[src/rtl/mii_tx_pkg.sv]
package mii_tx_pkg;
  localparam int NIB_W = 4;
  localparam int CG_W  = 5;

  typedef logic [CG_W-1:0]  cg_t;
  typedef logic [NIB_W-1:0] nib_t;

  localparam cg_t CG_IDLE = 5'b11111;
  localparam cg_t CG_J    = 5'b11000;
  localparam cg_t CG_K    = 5'b10001;
  localparam cg_t CG_T    = 5'b01101;
  localparam cg_t CG_R    = 5'b00111;
  localparam cg_t CG_H    = 5'b00100;

  typedef enum logic [1:0] {
    LS_IDLE,   // between packets
    LS_SSD2,   // J sent, next accepted nibble becomes K
    LS_DATA,   // data phase
    LS_TAIL    // T sent, R follows unconditionally
  } lane_st_e;

  function automatic cg_t enc_4b5b(input nib_t n);
    cg_t c;
    case (n)
      4'h0: c = 5'b11110;
      4'h1: c = 5'b01001;
      4'h2: c = 5'b10100;
      4'h3: c = 5'b10101;
      4'h4: c = 5'b01010;
      4'h5: c = 5'b01011;
      4'h6: c = 5'b01110;
      4'h7: c = 5'b01111;
      4'h8: c = 5'b10010;
      4'h9: c = 5'b10011;
      4'hA: c = 5'b10110;
      4'hB: c = 5'b10111;
      4'hC: c = 5'b11010;
      4'hD: c = 5'b11011;
      4'hE: c = 5'b11100;
      default: c = 5'b11101;
    endcase
    return c;
  endfunction
endpackage

[src/rtl/mii_tx_symmap.sv]
module mii_tx_symmap
  import mii_tx_pkg::*;
(
  input  nib_t nib,
  input  logic err,
  output cg_t  sym
);
  always_comb begin
    if (err) sym = CG_H;
    else     sym = enc_4b5b(nib);
  end
endmodule

[src/rtl/mii_tx_lane.sv]
module mii_tx_lane
  import mii_tx_pkg::*;
(
  input  logic clk,
  input  logic rst,
  input  logic en,
  input  logic er,
  input  nib_t nib,
  output cg_t  cg,
  output logic cg_vld
);
  lane_st_e st_q, st_d;
  cg_t      cg_d;
  cg_t      data_sym;

  // named events for the checks
  logic ev_start, ev_data, ev_end, ev_quiet;
  assign ev_start = (st_q == LS_IDLE) && en;
  assign ev_data  = (st_q == LS_DATA) && en;
  assign ev_end   = ((st_q == LS_DATA) || (st_q == LS_SSD2)) && !en;
  assign ev_quiet = (st_q == LS_IDLE) && !en;

  mii_tx_symmap u_map (
    .nib (nib),
    .err (er),
    .sym (data_sym)
  );

  always_comb begin
    st_d = st_q;
    cg_d = CG_IDLE;
    unique case (st_q)
      LS_IDLE: begin
        if (en) begin
          cg_d = CG_J;
          st_d = LS_SSD2;
        end
      end
      LS_SSD2: begin
        if (en) begin
          cg_d = CG_K;
          st_d = LS_DATA;
        end else begin
          cg_d = CG_T;
          st_d = LS_TAIL;
        end
      end
      LS_DATA: begin
        if (en) begin
          cg_d = data_sym;
        end else begin
          cg_d = CG_T;
          st_d = LS_TAIL;
        end
      end
      LS_TAIL: begin
        cg_d = CG_R;
        st_d = LS_IDLE;
      end
      default: begin
        cg_d = CG_IDLE;
        st_d = LS_IDLE;
      end
    endcase
  end

  always_ff @(posedge clk) begin
    if (rst) begin
      st_q   <= LS_IDLE;
      cg     <= CG_IDLE;
      cg_vld <= 1'b0;
    end else begin
      st_q   <= st_d;
      cg     <= cg_d;
      cg_vld <= 1'b1;
    end
  end

  AST_VALID_AFTER_RESET: assert property (@(posedge clk) disable iff (rst) 1'b1 |=> cg_vld);
  AST_QUIET_IS_IDLE: assert property (@(posedge clk) disable iff (rst) ev_quiet |=> (cg == CG_IDLE));
  AST_START_IS_J: assert property (@(posedge clk) disable iff (rst) ev_start |=> (cg == CG_J));
  AST_J_THEN_K_OR_T: assert property (@(posedge clk) disable iff (rst) (cg == CG_J) |=> (cg == CG_K || cg == CG_T));
  AST_ERR_IS_HALT: assert property (@(posedge clk) disable iff (rst) (ev_data && er) |=> (cg == CG_H));
  AST_DATA_NOT_CTRL: assert property (@(posedge clk) disable iff (rst) (ev_data && !er) |=> (cg != CG_H && cg != CG_IDLE));
  AST_END_IS_T: assert property (@(posedge clk) disable iff (rst) ev_end |=> (cg == CG_T));
  AST_T_THEN_R: assert property (@(posedge clk) disable iff (rst) (cg == CG_T) |=> (cg == CG_R));
endmodule

[src/rtl/mii_tx_encoder.sv]
module mii_tx_encoder
  import mii_tx_pkg::*;
#(
  parameter int NUM_CH = 4
) (
  input  logic                   clk,
  input  logic                   rst,
  input  logic [NUM_CH-1:0]      tx_en,
  input  logic [NUM_CH-1:0]      tx_er,
  input  logic [NUM_CH*NIB_W-1:0] txd,
  output logic [NUM_CH*CG_W-1:0]  cg_out,
  output logic [NUM_CH-1:0]      cg_valid
);
  localparam int DIN_W  = NUM_CH * NIB_W;
  localparam int DOUT_W = NUM_CH * CG_W;

  logic [DIN_W-1:0]  din_w;
  logic [DOUT_W-1:0] dout_w;
  assign din_w  = txd;
  assign cg_out = dout_w;

  // one independent lane per channel, clock and reset shared
  for (genvar c = 0; c < NUM_CH; c++) begin : g_lane
    mii_tx_lane u_lane (
      .clk    (clk),
      .rst    (rst),
      .en     (tx_en[c]),
      .er     (tx_er[c]),
      .nib    (din_w[c*NIB_W +: NIB_W]),
      .cg     (dout_w[c*CG_W +: CG_W]),
      .cg_vld (cg_valid[c])
    );
  end
endmodule

[config.mk]
export PLATFORM = sky130hd
export DESIGN_NAME = mii_tx_encoder
export DESIGN_NICKNAME = d
export VERILOG_FILES = /design/src/rtl/mii_tx_pkg.sv /design/src/rtl/mii_tx_symmap.sv /design/src/rtl/mii_tx_lane.sv /design/src/rtl/mii_tx_encoder.sv
export SDC_FILE = /design/constraint.sdc
export NUM_CORES = 1
export LEC_CHECK = 0
export ABC_AREA = 1
export CAP_MARGIN = 25
export CELL_PAD_IN_SITES_DETAIL_PLACEMENT = 1
export CELL_PAD_IN_SITES_GLOBAL_PLACEMENT = 1
export CORE_AREA = 2 2 74 76
export DETAILED_ROUTE_END_ITERATION = 10
export DIE_AREA = 0 0 76 78
export PLACE_DENSITY = 0.91
export SLEW_MARGIN = 40
export SYNTH_ARGS = -nofsm -noshare
export SYNTH_HDL_FRONTEND = slang
export SYNTH_SLANG_ARGS = --single-unit
[constraint.sdc]
create_clock -name clk -period 2.3 [get_ports clk]
set_input_delay 0.345 -clock clk [delete_from_list [all_inputs] [get_ports clk]]
set_output_delay 0.345 -clock clk [all_outputs]
set_load 0.05 [all_outputs]
==> summary.txt, run 1 <==
Clock tree
  • Reg clk slew, reported paths: 0.06 ns
  • Count of H-tree levels built during CTS: 2
  • Clock latency on the worst-skew pair: 0.28 ns
  • CTS root buf: clkbuf_8
  • CTS tree: done
  • Maximum buffer depth of the clock tree: 2
  • Clock buffers created by TritonCTS: 5
  • Post-CTS setup-driven buffer insertion count: 0
  • Number of hold buffers added after cts: 0
  • Gates resized, CTS repair: 0
  • Sinks on the clock net: 29

Detailed routing
  • DRT iter0 DRCs: 42
  • Router iterations before antenna repair: 4
  • Number of vias after detailed routing: between 1.5k and 2k
  • Post-route DRC: 0
  • Wire length reported by the detailed router: approximately 4.7 mm
  • DR vias/cell: about 4.7
  • Post-DR wirelength/cell: 12.2 um
  • Number of routed nets with antenna violations: 0

Worst setup path
  • Ordered list of cells on the worst path: clkdlybuf4s50_1
  • Type of origin of the critical path: flop
  • Largest delay share family, worst path: buffers and inverters
  • Sum of buffers and inverters on the critical path: 1
  • Kind of capture point of the worst setup path: output port
  • Endpoint required time on the critical path: between 1.5 and 2 ns
  • Critical path fanouts, max: 4
  • Worst EP arrival: between 1 and 1.5 ns
  • Critical path's slowest cell: clkdlybuf4s50_1
  • Path type of the worst setup path: reg2out
  • Worst path max stage delay: a little over 0.8 ns

Timing
  • Final slew viol count: 0
  • Max-Slew Margin vs Limit: 0.621
  • Number of setup violations in the final report: 0
  • Transition at the pin with the smallest max-transition slack: about 0.57 ns
  • Total negative slack for setup checks: 0 ns
  • Final clock skew: between 0.009 and 0.01 ns
  • Setup repair after global routing missed its margin: false
  • Final period demand of the worst path: roughly 1.8 ns
  • Period utilization: 0.796
  • Maximum clock frequency: 0.546 GHz
  • Hold Violations, Final: 0

Logic synthesis
  • Netlist area before placement: ~0.0018 sq mm
  • Synth Register Bits: 29
  • Post-Syn Instances: approximately 260
  • Mean post-synth cell area: about 6.8 sq um
  • Yosys warns: 0
  • Sequential area share after synthesis: 0.324
  • Count of unique library cells instantiated by Yosys: 20
  • Synthesized net count: 310

GRT
  • Number of antenna violations at the first check in global routing: 0
  • Wire length of the first global-routing pass: between 7 and 8 mm
  • Maximum number of pins on one net before global-route repair: 15
  • Total global routing track utilization: 0.160
  • Via count of the first global-routing pass: ~1.9k
  • Residual overflow from global routing: 0

Power
  • Switching power as a share of total power: 0.487
  • Internal power contribution: 1.53 mW
  • Part of the total power dissipated in the clock network: 0.139
  • Total chip power: 2.98 mW
  • Total power divided by cell area: ~1200 mW/mm^2
  • Part of the power in combinational logic: 0.588
  • Leakage power: around 1.1 nW
  • Peak ir drop on the vdd network: ~0.63 mV
  • Power share of the sequential group: 0.273
  • Psw: ~1.5 mW

Placed design
  • Inst Count DP: 378
  • Quantity of I/O buffers inserted on ports: 49
  • Global placer's final weighted congestion: between 0.7 and 0.8
  • Total half-perimeter wirelength after legalization and detailed placement: roughly 3.7 mm

Floorplan
  • Core area: 0.00504 sq mm
  • Initial standard-cell utilization of the core: 0.355
  • DIE WIDTH: 76 um
  • Boundary Pins: 50
  • DIE AREA: between 0.005 and 0.006 sq mm
  • Die outline height: about 80 um
  • Number of core rows: 26

Layout
  • Area of all sequential standard cells: 581 sq um
  • Area used by multi-input combinational logic: a little over 0.001 sq mm
  • Number of diodes added for antenna fixing: 0
  • Area added between synthesis and finish: 35.2%
  • Layout net count: roughly 360
  • Filler-free cell count of the finished design: between 300 and 400
  • Share of post-route cells with drive strength above 1: 0.0476
  • Fin util: 0.480
  • Number of fill cells: slightly below 700

Outcome
  • Status: finished, final reports clean

Worst hold path
  • Hold crit path type: reg2reg

Flow run
  • Number of max-cap violations: 0
sequential cells by signal (all words and copies together), names as in the netlist:
register	cells
g_lane.u_lane.cg	20
g_lane.u_lane.st_q	8
g_lane.u_lane.cg_vld	1
worst paths after layout:
path	from	endpoint	slack, ns	depth (start not counted)
worst max-delay path	g_lane[1].u_lane.cg_vld$_DFF_P_	cg_valid[2]	0.47	1
worst min-delay path	g_lane[3].u_lane.st_q[0]$_SDFFE_PP0P_	g_lane[3].u_lane.st_q[0]$_SDFFE_PP0P_	0.52	2
worst max register to register	g_lane[1].u_lane.st_q[0]$_SDFFE_PP0P_	g_lane[1].u_lane.st_q[0]$_SDFFE_PP0P_	0.93	6
worst min register to register	g_lane[3].u_lane.st_q[0]$_SDFFE_PP0P_	g_lane[3].u_lane.st_q[0]$_SDFFE_PP0P_	0.52	2
Yosys cell counts (all sizes together):
cell / n / area share
o21ai: 28 / 0.085
nand2: 70 / 0.15
o211ai: 2 / 0.0084
nor2: 27 / 0.065
buf: 5 / 0.020
ha: 20 / 0.14
inv: 41 / 0.086
o2111ai: 2 / 0.0098
nand3: 17 / 0.048
dfxtp: 29 / 0.32
nand3b: 1 / 0.0042
a21boi: 1 / 0.0042
nor3: 3 / 0.0084
a21oi: 18 / 0.050
worst register-to-register path: cells and delay by family (launching register included):
family	cells	cell delay (ns)
flip-flops	1	0.41
AO/OA/AOI/OAI	2	0.19
buffers and inverters	1	0.12
adder cells (fa/ha/maj)	1	0.29
AND/OR/NAND/NOR	2	0.23
per-stage QoR:
stage / hold WS (ns) / area, sq um / worst slack [ns]
CTS: 0.528 / 2420 / 0.459
detailed placement: 0.519 / 2330 / 0.636
finish: 0.518 / 2420 / 0.470
global route: 0.553 / 2420 / 0.423
floorplan: 0.448 / 1790 / 1.14
global placement: 0.501 / 2330 / 0.684
routing by layer:
| layer | vias up | track usage | share of wire |
|---|---|---|---|
| met5 | - | 0 | 0 |
| li1 | 935 | - | - |
| met3 | 7 | 0.0430 | 0.041 |
| met1 | 831 | 0.183 | 0.45 |
| met2 | 33 | 0.296 | 0.50 |
| met4 | 0 | 0.0436 | 0.0094 |
area by class of cell:
class | instances | area share
inverters | 41 | 0.0636
clock buffers | 7 | 0.0357
flip-flops and latches | 29 | 0.240
repair buffers | 49 | 0.203
multi-input cells | 189 | 0.422
well taps | 70 | 0.0362
placed cells by master, fill, tap and decap left out, drive strengths merged:
cell           count
a21oi             18
o2111ai            2
inv               41
nand2             70
o211ai             2
o21ai             28
a21boi             1
clkdlybuf4s50     49
clkbuf             7
nand3             17
nor3               3
nand3b             1
ha                20
nor2              27
dfxtp             29
power groups by stage:
stage	logic [mW]	registers (mW)	clock network [mW]
after detailed placement	1.75	0.828	0
after CTS	1.77	0.820	0.422
after floorplan	0.741	1.29	0
after global routing	1.93	0.836	0.444
after global placement	1.70	0.821	0
final	1.76	0.815	0.413
cell families after synthesis:
| logic type | after synthesis | share of synthesized area |
|---|---|---|
| flops | 29 | 0.324 |
| simple gates | 118 | 0.273 |
| compound gates | 51 | 0.157 |
| buf+inv | 46 | 0.106 |
| fa+ha+maj | 20 | 0.140 |
(Power assumes the default switching activity.)
==> run 2, diff against run 1 <==
--- a/config.mk
+++ b/config.mk
@@ -9,10 +9,10 @@
 export CAP_MARGIN = 25
 export CELL_PAD_IN_SITES_DETAIL_PLACEMENT = 1
 export CELL_PAD_IN_SITES_GLOBAL_PLACEMENT = 1
-export CORE_AREA = 2 2 74 76
+export CORE_AREA = 2 2 81 83
 export DETAILED_ROUTE_END_ITERATION = 10
-export DIE_AREA = 0 0 76 78
-export PLACE_DENSITY = 0.91
+export DIE_AREA = 0 0 83 85
+export PLACE_DENSITY = 0.82
 export SLEW_MARGIN = 40
 export SYNTH_ARGS = -nofsm -noshare
 export SYNTH_HDL_FRONTEND = slang
==> constraint.sdc (replaced) <==
create_clock -name clk -period 1.6 [get_ports clk]
set_input_delay 0.24 -clock clk [delete_from_list [all_inputs] [get_ports clk]]
set_output_delay 0.24 -clock clk [all_outputs]
set_load 0.05 [all_outputs]
==> run 2 against run 1 <==
Sequential power up 45%. Final area shrank 0.57%. Non-clock buffer count grew 1. Routed wire length fell by 6.3%. Critical endpoint is now g_lane[2].u_lane.st_q[0]$_SDFFE_PP0P_.
==> summary.txt, run 2 (synthesized netlist as in run 1, its figures left out) <==
Layout
  • Finished layout cell area: 0.00241 sq mm (-0.57%)
  • Area used by multi-input combinational logic: 0.00102 sq mm (unchanged)
  • Commonest cells after routing, fill and taps aside: nand2_1 (69), inv_1 (38), dfxtp_1 (29)
  • Number of fill cells: 806 (+19%)
  • Share of post-route cells with drive strength above 1: 0.129 (+0.0817)
  • Largest Register: g_lane.u_lane.cg
  • Fin util: 0.388 (-0.0921)
  • Largest registers ranked by flip-flop count: g_lane.u_lane.cg x20, g_lane.u_lane.st_q x8, g_lane.u_lane.cg_vld x1
  • Layout net count: 362 (+0.28%)
  • Area of all sequential standard cells: 581 sq um (unchanged)
  • Area added between synthesis and finish: 34.4%
  • Number of diodes added for antenna fixing: 0 (unchanged)
  • Most common library cell in the layout ignoring fill and taps: nand2_1
  • Number of flip-flops under the largest register name: 20 (unchanged)

Worst hold path
  • Hold crit path type: reg2reg
  • Number of cells on the worst hold path: 2 (unchanged)
  • Endpoint of the worst hold path: g_lane[3].u_lane.st_q[0]$_SDFFE_PP0P_
  • Hold wc startpoint: g_lane[3].u_lane.st_q[0]$_SDFFE_PP0P_

Placed design
  • Quantity of I/O buffers inserted on ports: 49 (unchanged)
  • Total half-perimeter wirelength after legalization and detailed placement: 3.67 mm (-1.8%)
  • Pre-CTS setup slack: 0.154 ns (-0.482 ns)
  • Global placer's final weighted congestion: 0.793 (+3.2%)
  • Post-DP Area: 0.00229 sq mm (-1.9%)

Worst setup path
  • Most Frequent Cell on Critical Path: nand2_1
  • FF-to-FF path depth: 6 (unchanged)
  • Sum of buffers and inverters on the critical path: 1 (unchanged)
  • Worst reg2reg startpoint: g_lane[2].u_lane.st_q[0]$_SDFFE_PP0P_
  • Ordered list of cells on the worst path: inv_1 > ha_1 > nand2_1 > nand2_1 > o21ai_0 > a21oi_1
  • Largest delay share family, worst path: flip-flops
  • Type of origin of the critical path: flop
  • Critical path's slowest cell: dfxtp_1
  • Kind of capture point of the worst setup path: flop
  • Endpoint required time on the critical path: 1.76 ns (-0.20 ns)
  • Worst path max stage delay: 0.42 ns (-0.41 ns)
  • Setup slack on the worst flop-to-flop path: 0.24 ns (-0.69 ns)
  • Terminus of the critical flop-to-flop path: g_lane[2].u_lane.st_q[0]$_SDFFE_PP0P_
  • Critical path fanouts, max: 5 (+1)
  • Worst EP arrival: 1.53 ns (+0.04 ns)
  • Path type of the worst setup path: reg2reg

Floorplan
  • DIE AREA: 0.00706 sq mm (+19%)
  • Die outline height: 85 um (+9.0%)
  • Number of core rows: 29 (+12%)
  • DIE WIDTH: 83 um (+9.2%)
  • Boundary Pins: 50 (unchanged)
  • Initial standard-cell utilization of the core: 0.289 (-0.0665)
  • Core area: 0.00620 sq mm (+23%)

Timing
  • Final slew viol count: 0 (unchanged)
  • Max-Slew Margin vs Limit: 0.820 (+0.199)
  • Hold Violations, Final: 0 (unchanged)
  • Hold_ws: 0.522 ns (+0.00394 ns)
  • Maximum clock frequency: around 0.73 GHz
  • Total negative slack for setup checks: 0 ns (unchanged)
  • Final clock skew: 0.00954 ns (+0.000155 ns)
  • Period utilization: 0.852
  • Final period demand of the worst path: around 1.4 ns
  • Setup slack after layout: 0.237 ns (-0.233 ns)
  • Setup repair after global routing missed its margin: false
  • Number of setup violations in the final report: 0 (unchanged)
  • Transition at the pin with the smallest max-transition slack: 0.270 ns (-0.296 ns)

Clock tree
  • Sinks on the clock net: 29 (unchanged)
  • Reg clk slew, reported paths: 0.07 ns (about the same)
  • CTS root buf: clkbuf_8
  • Gates resized, CTS repair: 0 (unchanged)
  • Clock latency on the worst-skew pair: 0.27 ns (about the same)
  • Post-CTS setup-driven buffer insertion count: 0 (unchanged)
  • Number of hold buffers added after cts: 0 (unchanged)
  • Clock buffers created by TritonCTS: 5 (unchanged)
  • Count of H-tree levels built during CTS: 2 (unchanged)
  • CTS tree: done
  • Maximum buffer depth of the clock tree: 2 (unchanged)

Outcome
  • Status: finished, final reports clean

GRT
  • Total global routing track utilization: 0.132 (-0.0279)
  • Via count of the first global-routing pass: 1817 (-2.2%)
  • Residual overflow from global routing: 0 (unchanged)
  • Number of antenna violations at the first check in global routing: 0 (unchanged)
  • Maximum number of pins on one net before global-route repair: 15 (unchanged)
  • Wire length of the first global-routing pass: 7.95 mm (+0.34%)

Detailed routing
  • Post-DR wirelength/cell: 11.1 um (-8.4%)
  • DR vias/cell: 4.54 (-3.3%)
  • Post-route DRC: 0 (unchanged)
  • Router iterations before antenna repair: 4 (unchanged)
  • Number of routed nets with antenna violations: 0 (unchanged)
  • DRT iter0 DRCs: 21 (-50%)
  • Wire length reported by the detailed router: 4.39 mm (-6.3%)
  • Number of vias after detailed routing: 1788 (-1.0%)

Flow run
  • Number of max-cap violations: 0 (unchanged)

Power
  • Total power divided by cell area: 1810 mW/mm^2 (+47%)
  • Leakage power: 1.15 nW (+2.6%)
  • Peak ir drop on the vdd network: 1.23 mV (+95%)
-- run 2: cell types whose count changed in the layout (fill, tap and decap cells not counted), sizes merged --
cell	delta
buf	+25
bufinv	+1
clkdlybuf4s50	-24
-- run 2: worst min-delay path, cell delays in order (launching register included) --
cell and delay (ns):
dfxtp_1 0.36, o21ai_2 0.07, a21oi_1 0.05
-- run 2: final cells by class --
cell class,instances,share of cell area
Sequential cell,29,0.241
Timing Repair Buffer,50,0.182
Clock inverter,1,0.0125
Multi-Input combinational cell,189,0.424
Tap cell,77,0.0400
Inverter,41,0.0640
Clock buffer,7,0.0359
-- run 2: how the worst max path moves through the flow --
| stage | startpoint | end | depth (start not counted) |
|---|---|---|---|
| after floorplan | g_lane[3].u_lane.st_q[0]$_SDFFE_PP0P_ | g_lane[3].u_lane.cg[1]$_SDFF_PP1_ | 8 |
| after global routing | g_lane[1].u_lane.st_q[0]$_SDFFE_PP0P_ | g_lane[1].u_lane.st_q[1]$_SDFFE_PP0P_ | 6 |
| after global placement | tx_en[3] | g_lane[3].u_lane.cg[0]$_SDFF_PP1_ | 6 |
| after detailed placement | tx_en[3] | g_lane[3].u_lane.cg[0]$_SDFF_PP1_ | 6 |
| final | g_lane[2].u_lane.st_q[0]$_SDFFE_PP0P_ | g_lane[2].u_lane.st_q[0]$_SDFFE_PP0P_ | 6 |
| after CTS | g_lane[2].u_lane.st_q[0]$_SDFFE_PP0P_ | g_lane[2].u_lane.st_q[0]$_SDFFE_PP0P_ | 6 |
-- run 2: power by group --
part           switching (mW)  internal, mW
combinational            1.63         0.777
sequential              0.163          1.01
clock                   0.267         0.507
-- run 2: routing by layer --
layer	part of all wire	up-vias	track usage
met5	0	-	0
met3	0.031	2	0.0331
li1	-	937	-
met2	0.53	23	0.257
met4	0.0030	0	0.0134
met1	0.44	826	0.151
-- run 2: metrics by stage --
stage          total power, mW  instances
3_3_place_gp              3.56        386
5_1_grt                   4.76        394
3_5_place_dp              3.62        386
4_1_cts                   4.43        394
2_1_floorplan             2.92        264
6_report                  4.35        394
